$ cat src/rtl/hbp_pkg.sv
// Package: shared types for the H-bridge PWM driver.
// Assumes: direction code bit 0 drives line A and bit 1 drives line B.
package hbp_pkg;

    // Direction state; the code is decoded bit by bit onto the drive lines.
    typedef enum logic [1:0] {
        DIR_COAST = 2'b00,
        DIR_FWD   = 2'b01,
        DIR_REV   = 2'b10
    } hbp_dir_e;

endpackage

$ cat src/rtl/hbp_cmd_shaper.sv
// Module: hbp_cmd_shaper
// Turns a signed duty command into a direction code and a count of
// enable-high cycles per period. Purely combinational.
// Assumes: FS_LOG2 <= DUTY_W-2, so full scale fits the positive range,
// and PERIOD >= 2.
module hbp_cmd_shaper
    import hbp_pkg::*;
#(
    parameter int DUTY_W  = 16,
    parameter int FS_LOG2 = 14,
    parameter int PERIOD  = 6250,
    parameter int CNT_W   = 13
) (
    input  logic signed [DUTY_W-1:0] duty_i,
    output hbp_dir_e                 dir_o,
    output logic [CNT_W:0]           on_o
);

    localparam int MAG_W  = FS_LOG2 + 1;
    localparam int PROD_W = MAG_W + CNT_W + 1;
    localparam logic [DUTY_W:0]   FULL_WIDE = (DUTY_W+1)'(1) << FS_LOG2;
    localparam logic [PROD_W-1:0] PERIOD_P  = PROD_W'(PERIOD);

    logic [DUTY_W:0]   mag_raw;
    logic [MAG_W-1:0]  mag;
    logic [PROD_W-1:0] prod;

    // Absolute value, one bit wider so the most negative code cannot overflow.
    always_comb begin
        if (duty_i[DUTY_W-1])
            mag_raw = {1'b0, ~duty_i} + (DUTY_W+1)'(1);
        else
            mag_raw = {1'b0, duty_i};
    end

    // Clamp the magnitude to full scale.
    always_comb begin
        if (mag_raw >= FULL_WIDE)
            mag = MAG_W'(FULL_WIDE);
        else
            mag = mag_raw[MAG_W-1:0];
    end

    // Direction from sign and zero test.
    always_comb begin
        if (mag_raw == '0)
            dir_o = DIR_COAST;
        else if (duty_i[DUTY_W-1])
            dir_o = DIR_REV;
        else
            dir_o = DIR_FWD;
    end

    // Scale the magnitude to period cycles; full scale is a power of two.
    always_comb begin
        prod = PROD_W'(mag) * PERIOD_P;
        on_o = prod[FS_LOG2 +: CNT_W+1];
    end

endmodule

$ cat src/rtl/hbp_period_ctr.sv
// Module: hbp_period_ctr
// Free-running period counter: counts 0..PERIOD-1 and flags the last count.
// Assumes: PERIOD >= 2 and CNT_W = $clog2(PERIOD).
module hbp_period_ctr #(
    parameter int PERIOD = 6250,
    parameter int CNT_W  = 13
) (
    input  logic             clk,
    input  logic             rst_n,
    output logic [CNT_W-1:0] cnt_o,
    output logic [CNT_W-1:0] cnt_nxt_o,
    output logic             wrap_o
);

    localparam logic [CNT_W-1:0] LAST = CNT_W'(PERIOD - 1);

    logic [CNT_W-1:0] cnt_q;

    // Next count and end-of-period flag.
    always_comb begin
        wrap_o    = (cnt_q == LAST);
        cnt_nxt_o = wrap_o ? '0 : cnt_q + CNT_W'(1);
    end

    // Count register.
    always_ff @(posedge clk) begin
        if (!rst_n) cnt_q <= '0;
        else        cnt_q <= cnt_nxt_o;
    end

    assign cnt_o = cnt_q;


    cnt_in_range_chk: assert property (@(posedge clk) disable iff (!rst_n)
        32'(cnt_q) < PERIOD);


    wrap_restart_chk: assert property (@(posedge clk) disable iff (!rst_n)
        wrap_o |=> (cnt_q == '0));

endmodule

$ cat src/rtl/hbp_out_stage.sv
// Module: hbp_out_stage
// Holds the command captured at the period boundary and drives registered
// direction and enable lines from it.
// Assumes: cnt_nxt_i/wrap_i come from hbp_period_ctr in the same clock domain.
module hbp_out_stage
    import hbp_pkg::*;
#(
    parameter int CNT_W = 13
) (
    input  logic             clk,
    input  logic             rst_n,
    input  logic             wrap_i,
    input  logic [CNT_W-1:0] cnt_nxt_i,
    input  hbp_dir_e         dir_i,
    input  logic [CNT_W:0]   on_i,
    output logic             drive_a_o,
    output logic             drive_b_o,
    output logic             enable_o
);

    hbp_dir_e       dir_q;
    logic [CNT_W:0] on_q;
    hbp_dir_e       dir_eff;
    logic [CNT_W:0] on_eff;

    // Values in force for the coming cycle: new ones only at the boundary.
    always_comb begin
        dir_eff = wrap_i ? dir_i : dir_q;
        on_eff  = wrap_i ? on_i  : on_q;
    end

    // Shadow registers for the captured command.
    always_ff @(posedge clk) begin
        if (!rst_n) begin
            dir_q <= DIR_COAST;
            on_q  <= '0;
        end else begin
            dir_q <= dir_eff;
            on_q  <= on_eff;
        end
    end

    // Registered output lines, glitch-free.
    always_ff @(posedge clk) begin
        if (!rst_n) begin
            drive_a_o <= 1'b0;
            drive_b_o <= 1'b0;
            enable_o  <= 1'b0;
        end else begin
            drive_a_o <= dir_eff[0];
            drive_b_o <= dir_eff[1];
            enable_o  <= ({1'b0, cnt_nxt_i} < on_eff);
        end
    end


    no_shoot_through_chk: assert property (@(posedge clk) disable iff (!rst_n)
        !(drive_a_o && drive_b_o));


    dir_hold_chk: assert property (@(posedge clk) disable iff (!rst_n)
        !$past(wrap_i) |-> ($stable(drive_a_o) && $stable(drive_b_o)));


    coast_no_enable_chk: assert property (@(posedge clk) disable iff (!rst_n)
        enable_o |-> (drive_a_o || drive_b_o));


    enable_start_chk: assert property (@(posedge clk) disable iff (!rst_n)
        $past(wrap_i) |-> (enable_o == (on_q != '0)));

endmodule

$ cat src/rtl/hbridge_pwm.sv
// Module: hbridge_pwm (top)
// Sign-magnitude H-bridge PWM driver for one motor: signed duty in,
// two direction lines and one PWM enable out.
// Assumes: CLK_HZ / PWM_HZ >= 2; FS_LOG2 <= DUTY_W-2.
module hbridge_pwm
    import hbp_pkg::*;
#(
    parameter int DUTY_W  = 16,
    parameter int FS_LOG2 = 14,
    parameter int CLK_HZ  = 125_000_000,
    parameter int PWM_HZ  = 20_000
) (
    input  logic                     clk,
    input  logic                     rst_n,
    input  logic signed [DUTY_W-1:0] duty_i,
    output logic                     drive_a_o,
    output logic                     drive_b_o,
    output logic                     enable_o
);

    localparam int PERIOD = CLK_HZ / PWM_HZ;
    localparam int CNT_W  = $clog2(PERIOD);

    logic [CNT_W-1:0] cnt;
    logic [CNT_W-1:0] cnt_nxt;
    logic             wrap;
    hbp_dir_e         dir_cmd;
    logic [CNT_W:0]   on_cmd;

    hbp_cmd_shaper #(
        .DUTY_W (DUTY_W),
        .FS_LOG2(FS_LOG2),
        .PERIOD (PERIOD),
        .CNT_W  (CNT_W)
    ) u_shaper (
        .duty_i(duty_i),
        .dir_o (dir_cmd),
        .on_o  (on_cmd)
    );

    hbp_period_ctr #(
        .PERIOD(PERIOD),
        .CNT_W (CNT_W)
    ) u_ctr (
        .clk      (clk),
        .rst_n    (rst_n),
        .cnt_o    (cnt),
        .cnt_nxt_o(cnt_nxt),
        .wrap_o   (wrap)
    );

    hbp_out_stage #(
        .CNT_W(CNT_W)
    ) u_out (
        .clk      (clk),
        .rst_n    (rst_n),
        .wrap_i   (wrap),
        .cnt_nxt_i(cnt_nxt),
        .dir_i    (dir_cmd),
        .on_i     (on_cmd),
        .drive_a_o(drive_a_o),
        .drive_b_o(drive_b_o),
        .enable_o (enable_o)
    );


    reset_quiet_chk: assert property (@(posedge clk)
        !rst_n |=> (!drive_a_o && !drive_b_o && !enable_o));


    full_on_chk: assert property (@(posedge clk) disable iff (!rst_n)
        (32'(on_cmd) <= PERIOD) && (32'(cnt) < PERIOD));

endmodule

$ cat config.mk
export PLATFORM = sky130hd
export DESIGN_NAME = hbridge_pwm
export DESIGN_NICKNAME = d
export VERILOG_FILES = /design/src/rtl/hbp_pkg.sv /design/src/rtl/hbp_cmd_shaper.sv /design/src/rtl/hbp_period_ctr.sv /design/src/rtl/hbp_out_stage.sv /design/src/rtl/hbridge_pwm.sv
export SDC_FILE = /design/constraint.sdc
export NUM_CORES = 1
export LEC_CHECK = 0
export BUFFER_PORTS_ARGS = -buffer_cell sky130_fd_sc_hd__buf_2
export CORE_ASPECT_RATIO = 0.8
export CORE_UTILIZATION = 58
export CTS_CLUSTER_DIAMETER = 60
export DETAILED_ROUTE_END_ITERATION = 16
export PLACE_DENSITY = 0.79
export SYNTH_ARGS = -nofsm -noshare
export SYNTH_HDL_FRONTEND = slang
export SYNTH_SLANG_ARGS = --single-unit
$ cat constraint.sdc
create_clock -name clk -period 8.05 [get_ports clk]
set_input_delay 1.2075 -clock clk [delete_from_list [all_inputs] [get_ports clk]]
set_output_delay 1.2075 -clock clk [all_outputs]
set_load 0.05 [all_outputs]
==> summary.txt <==
Die
  – Initial Utilization: 0.613
  – Io pins: 21
  – Core area: 8160 um2
  – Vert. Die Dim: 85.1 um
  – Chip width: 106 um
  – Row count: 29
  – Die ar.: 9010 um2

Placed design
  – Post-placement cell count: 779
  – Routability cong.: 0.941
  – Buffers on Ports: 20
  – DP HPWL: 10600 um
  – Post-DP Area: 5780 um2

Timing
  – WHS: 467 ps
  – Clock Skews: 7.46 ps
  – Min cycle time layout: 8000 ps
  – Fin. max-slew vios: 0
  – F_max: 125 MHz
  – Worst-Margin Slew: 996 ps
  – Final setup viols: 0
  – Max_slew headroom: 0.334
  – Final period util: 0.993
  – Final count of hold timing violations: 0

Worst setup path
  – Slowest stage delay, CP: 550 ps
  – Startpoint Class: input pin
  – Reg2Reg Depth: 13
  – Critical path type: input pin to register
  – R2R Setup Slk: 3870 ps
  – R2r startpoint: u_ctr.cnt_o[0]$_SDFF_PN0_
  – CP endpoint kind: register
  – R2R Path End: u_out.enable_o$_SDFF_PN0_
  – Critical Path AT: 8200 ps
  – CP max FO: 5
  – Worst path most repeated cell: inv_1
  – Critical Path RT: 8250 ps
  – CP max stage cell: fa_1

Power and ir drop
  – Net Sw Frac: 0.476
  – Power Density: 245 nW/um2
  – Internal cell power: 0.803 mW
  – Pleak: 3.20 nW
  – Worst IR Drop VDD: 179 uV
  – Combinational power share: 0.798
  – Seq pwr share: 0.100
  – Clock power share: 0.102
  – Total Power: 1.53 mW
  – Net Sw Power: 0.728 mW

Clock network
  – TritonCTS clock tree: built
  – Root Driver: clkbuf_8
  – Clk_lat worst skew: 280 ps
  – Cts hold-fix bufs: 0
  – H-tree depth: 2
  – Clock buffer depth: 2
  – Clock sink count: 30
  – Clock-pin slew on the worst setup and hold paths: 70 ps
  – Num CTS Buffers: 5

Synth
  – Sequential area share after synthesis: 0.120
  – Synth Register Bits: 30
  – Post-Syn Instances: 597
  – Number of synthesized flops with an enable pin: 0
  – Most used DFF post-synth: dfxtp_1
  – Warning count from the yosys run: 0
  – Asr flop ratio synth: 0
  – Syn nets: 754
  – Syn Std Cell Area: 5010 um2
  – Avg Cell Area, Syn: 8.39 um2
  – Synth unique cells: 57

Drt
  – Via Count: 4646
  – First-pass iteration count of the detailed router: 5
  – Drt drc: 0
  – Wire per inst: 17.3 um
  – Routed Wire Length: 13800 um
  – DR vias/cell: 5.84
  – ANT nets after route: 0
  – Initial DRC count: 318

Global route
  – Tot GR Track Use: 0.296
  – GRT overflow: 0
  – Wire length of the first global-routing pass: 21200 um
  – Initial antenna violation count: 0
  – Maximum number of pins on one net before global-route repair: 31
  – Number of global-route vias before repair: 4557

Finish
  – Fillers: 547
  – FF+latch area: 601 um2
  – Layout cells sized above 1: 0.246
  – Layout area overhead: 24.7%
  – Most frequent cells in the layout: inv_1 (97), ha_1 (93), buf_4 (76)
  – Post-Layout Cell Count: 795
  – Finished Cell Area: 6240 um2
  – Most common cell after layout, fill and taps aside: inv_1
  – Nets: 844
  – Area taken by multi-input logic gates: 4330 um2
  – Ant. Diodes: 0

Min path
  – Hold Path Cell Cnt: 2
  – Hold Path End: u_out.drive_b_o$_SDFFE_PN0N_
  – Hold Crit Start: u_out.drive_b_o$_SDFFE_PN0N_
  – Worst hold path type: register to register

Flow run
  – MaxCap Viol Count: 0

Outcome
  – Status: complete, no violations
## stage by stage
step	utilization	worst slack [ps]	setup TNS [ps]
after floorplan	-	1.44	0
after global placement	0.708	-99.4	-99.4
after detailed placement	0.708	-230	-230
after CTS	0.723	10.4	0
after global routing	0.765	-135	-135
final	0.765	54.5	0
## how the worst max path moves through the flow
stage                         start                   endpoint  slack, ps  depth (start not counted)
after detailed placement  duty_i[0]  u_out.enable_o$_SDFF_PN0_       -230                         33
after floorplan           duty_i[0]  u_out.enable_o$_SDFF_PN0_          1                         32
after global routing      duty_i[0]  u_out.enable_o$_SDFF_PN0_       -140                         32
after global placement    duty_i[9]  u_out.enable_o$_SDFF_PN0_       -100                         30
final                     duty_i[1]  u_out.enable_o$_SDFF_PN0_         50                         32
after CTS                 duty_i[0]  u_out.enable_o$_SDFF_PN0_         10                         33
## state kept, by name, summed over array words and instances, names as in the netlist
register         cells
u_out.enable_o       1
u_out.on_q          14
u_ctr.cnt_o         13
u_out.dir_q          1
u_out.drive_b_o      1
## timing repair
item | CTS | global route
resized for setup | 1 | 53
buffers inserted | 1 | 8
setup endpoints to repair | 1 | 1
gates cloned | 0 | 0
pin swaps | 2 | 29
## cells in the mapped netlist (all sizes together) (2+ instances only)
master  instances  area, um2
ha            104       1300
a21o           15        113
xor2           24        210
or2             6       37.5
a21oi          21        105
o21bai          2       15.0
a221oi          3       26.3
clkbuf         11       41.3
fa             35        701
and2           14       87.6
or3             4       25.0
nand2b          4       25.0
a31oi           4       25.0
nor2b           7       43.8
inv           100        375
xnor2          19        166
nor4            5       37.5
o21a            3       22.5
nand4           8       50.1
nand3b          2       15.0
nand4b          3       26.3
dfxtp          30        601
nand3          16       80.1
nor3           19        100
a221o           2       20.0
nor2           49        184
buf             3       12.5
mux2i           3       42.5
o41ai           2       17.5
a211oi          5       37.5
and3            6       37.5
nor3b           3       27.5
o31a            4       35.0
o21ai           9       45.0
o31ai           4       30.0
nor4b           2       17.5
nand2          33        124
## area by class of cell
type / count / area share
clock buffers: 6 / 0.0132
clock inverters: 1 / 0.00481
inverters: 100 / 0.0601
multi-input cells: 453 / 0.693
flip-flops and latches: 30 / 0.0962
well taps: 108 / 0.0216
repair buffers: 97 / 0.111
## power groups by stage
| stage | sequential, mW | clock, mW | combinational, mW |
|---|---|---|---|
| 2_1_floorplan | 0.158 | 0 | 0.697 |
| 3_3_place_gp | 0.156 | 0 | 1.02 |
| 3_5_place_dp | 0.156 | 0 | 1.05 |
| 4_1_cts | 0.153 | 0.156 | 1.07 |
| 5_1_grt | 0.153 | 0.163 | 1.34 |
| 6_report | 0.153 | 0.156 | 1.22 |
## worst max-delay path, delay by kind of cell
family	cells	cell delay [ps]
AOI/OAI and AO/OA	7	1720
xor gates and xnor gates	1	200
buffers and inverters	7	570
and+or+nand+nor	9	1650
adders and majority gates	8	2820
## kinds of logic (layout without fill, tap and decap cells)
family	count (synthesis)	in the layout	synth area share
flip-flops	30	30	0.120
buffers and inverters	114	204	0.0857
AO/OA/AOI/OAI	83	83	0.117
AND/OR/NAND/NOR	183	183	0.187
XOR/XNOR	44	44	0.0797
adder cells (fa/ha/maj)	139	139	0.400
multiplexers	4	4	0.0107
## metal layers
metal	wire length, um	up-vias	global-route usage
met5	0	-	0
li1	-	2192	-
met2	6440	198	0.477
met3	1010	24	0.0668
met4	172	0	0.0593
met1	6160	2232	0.409
Note: power is estimated with default switching activity, not from simulation.
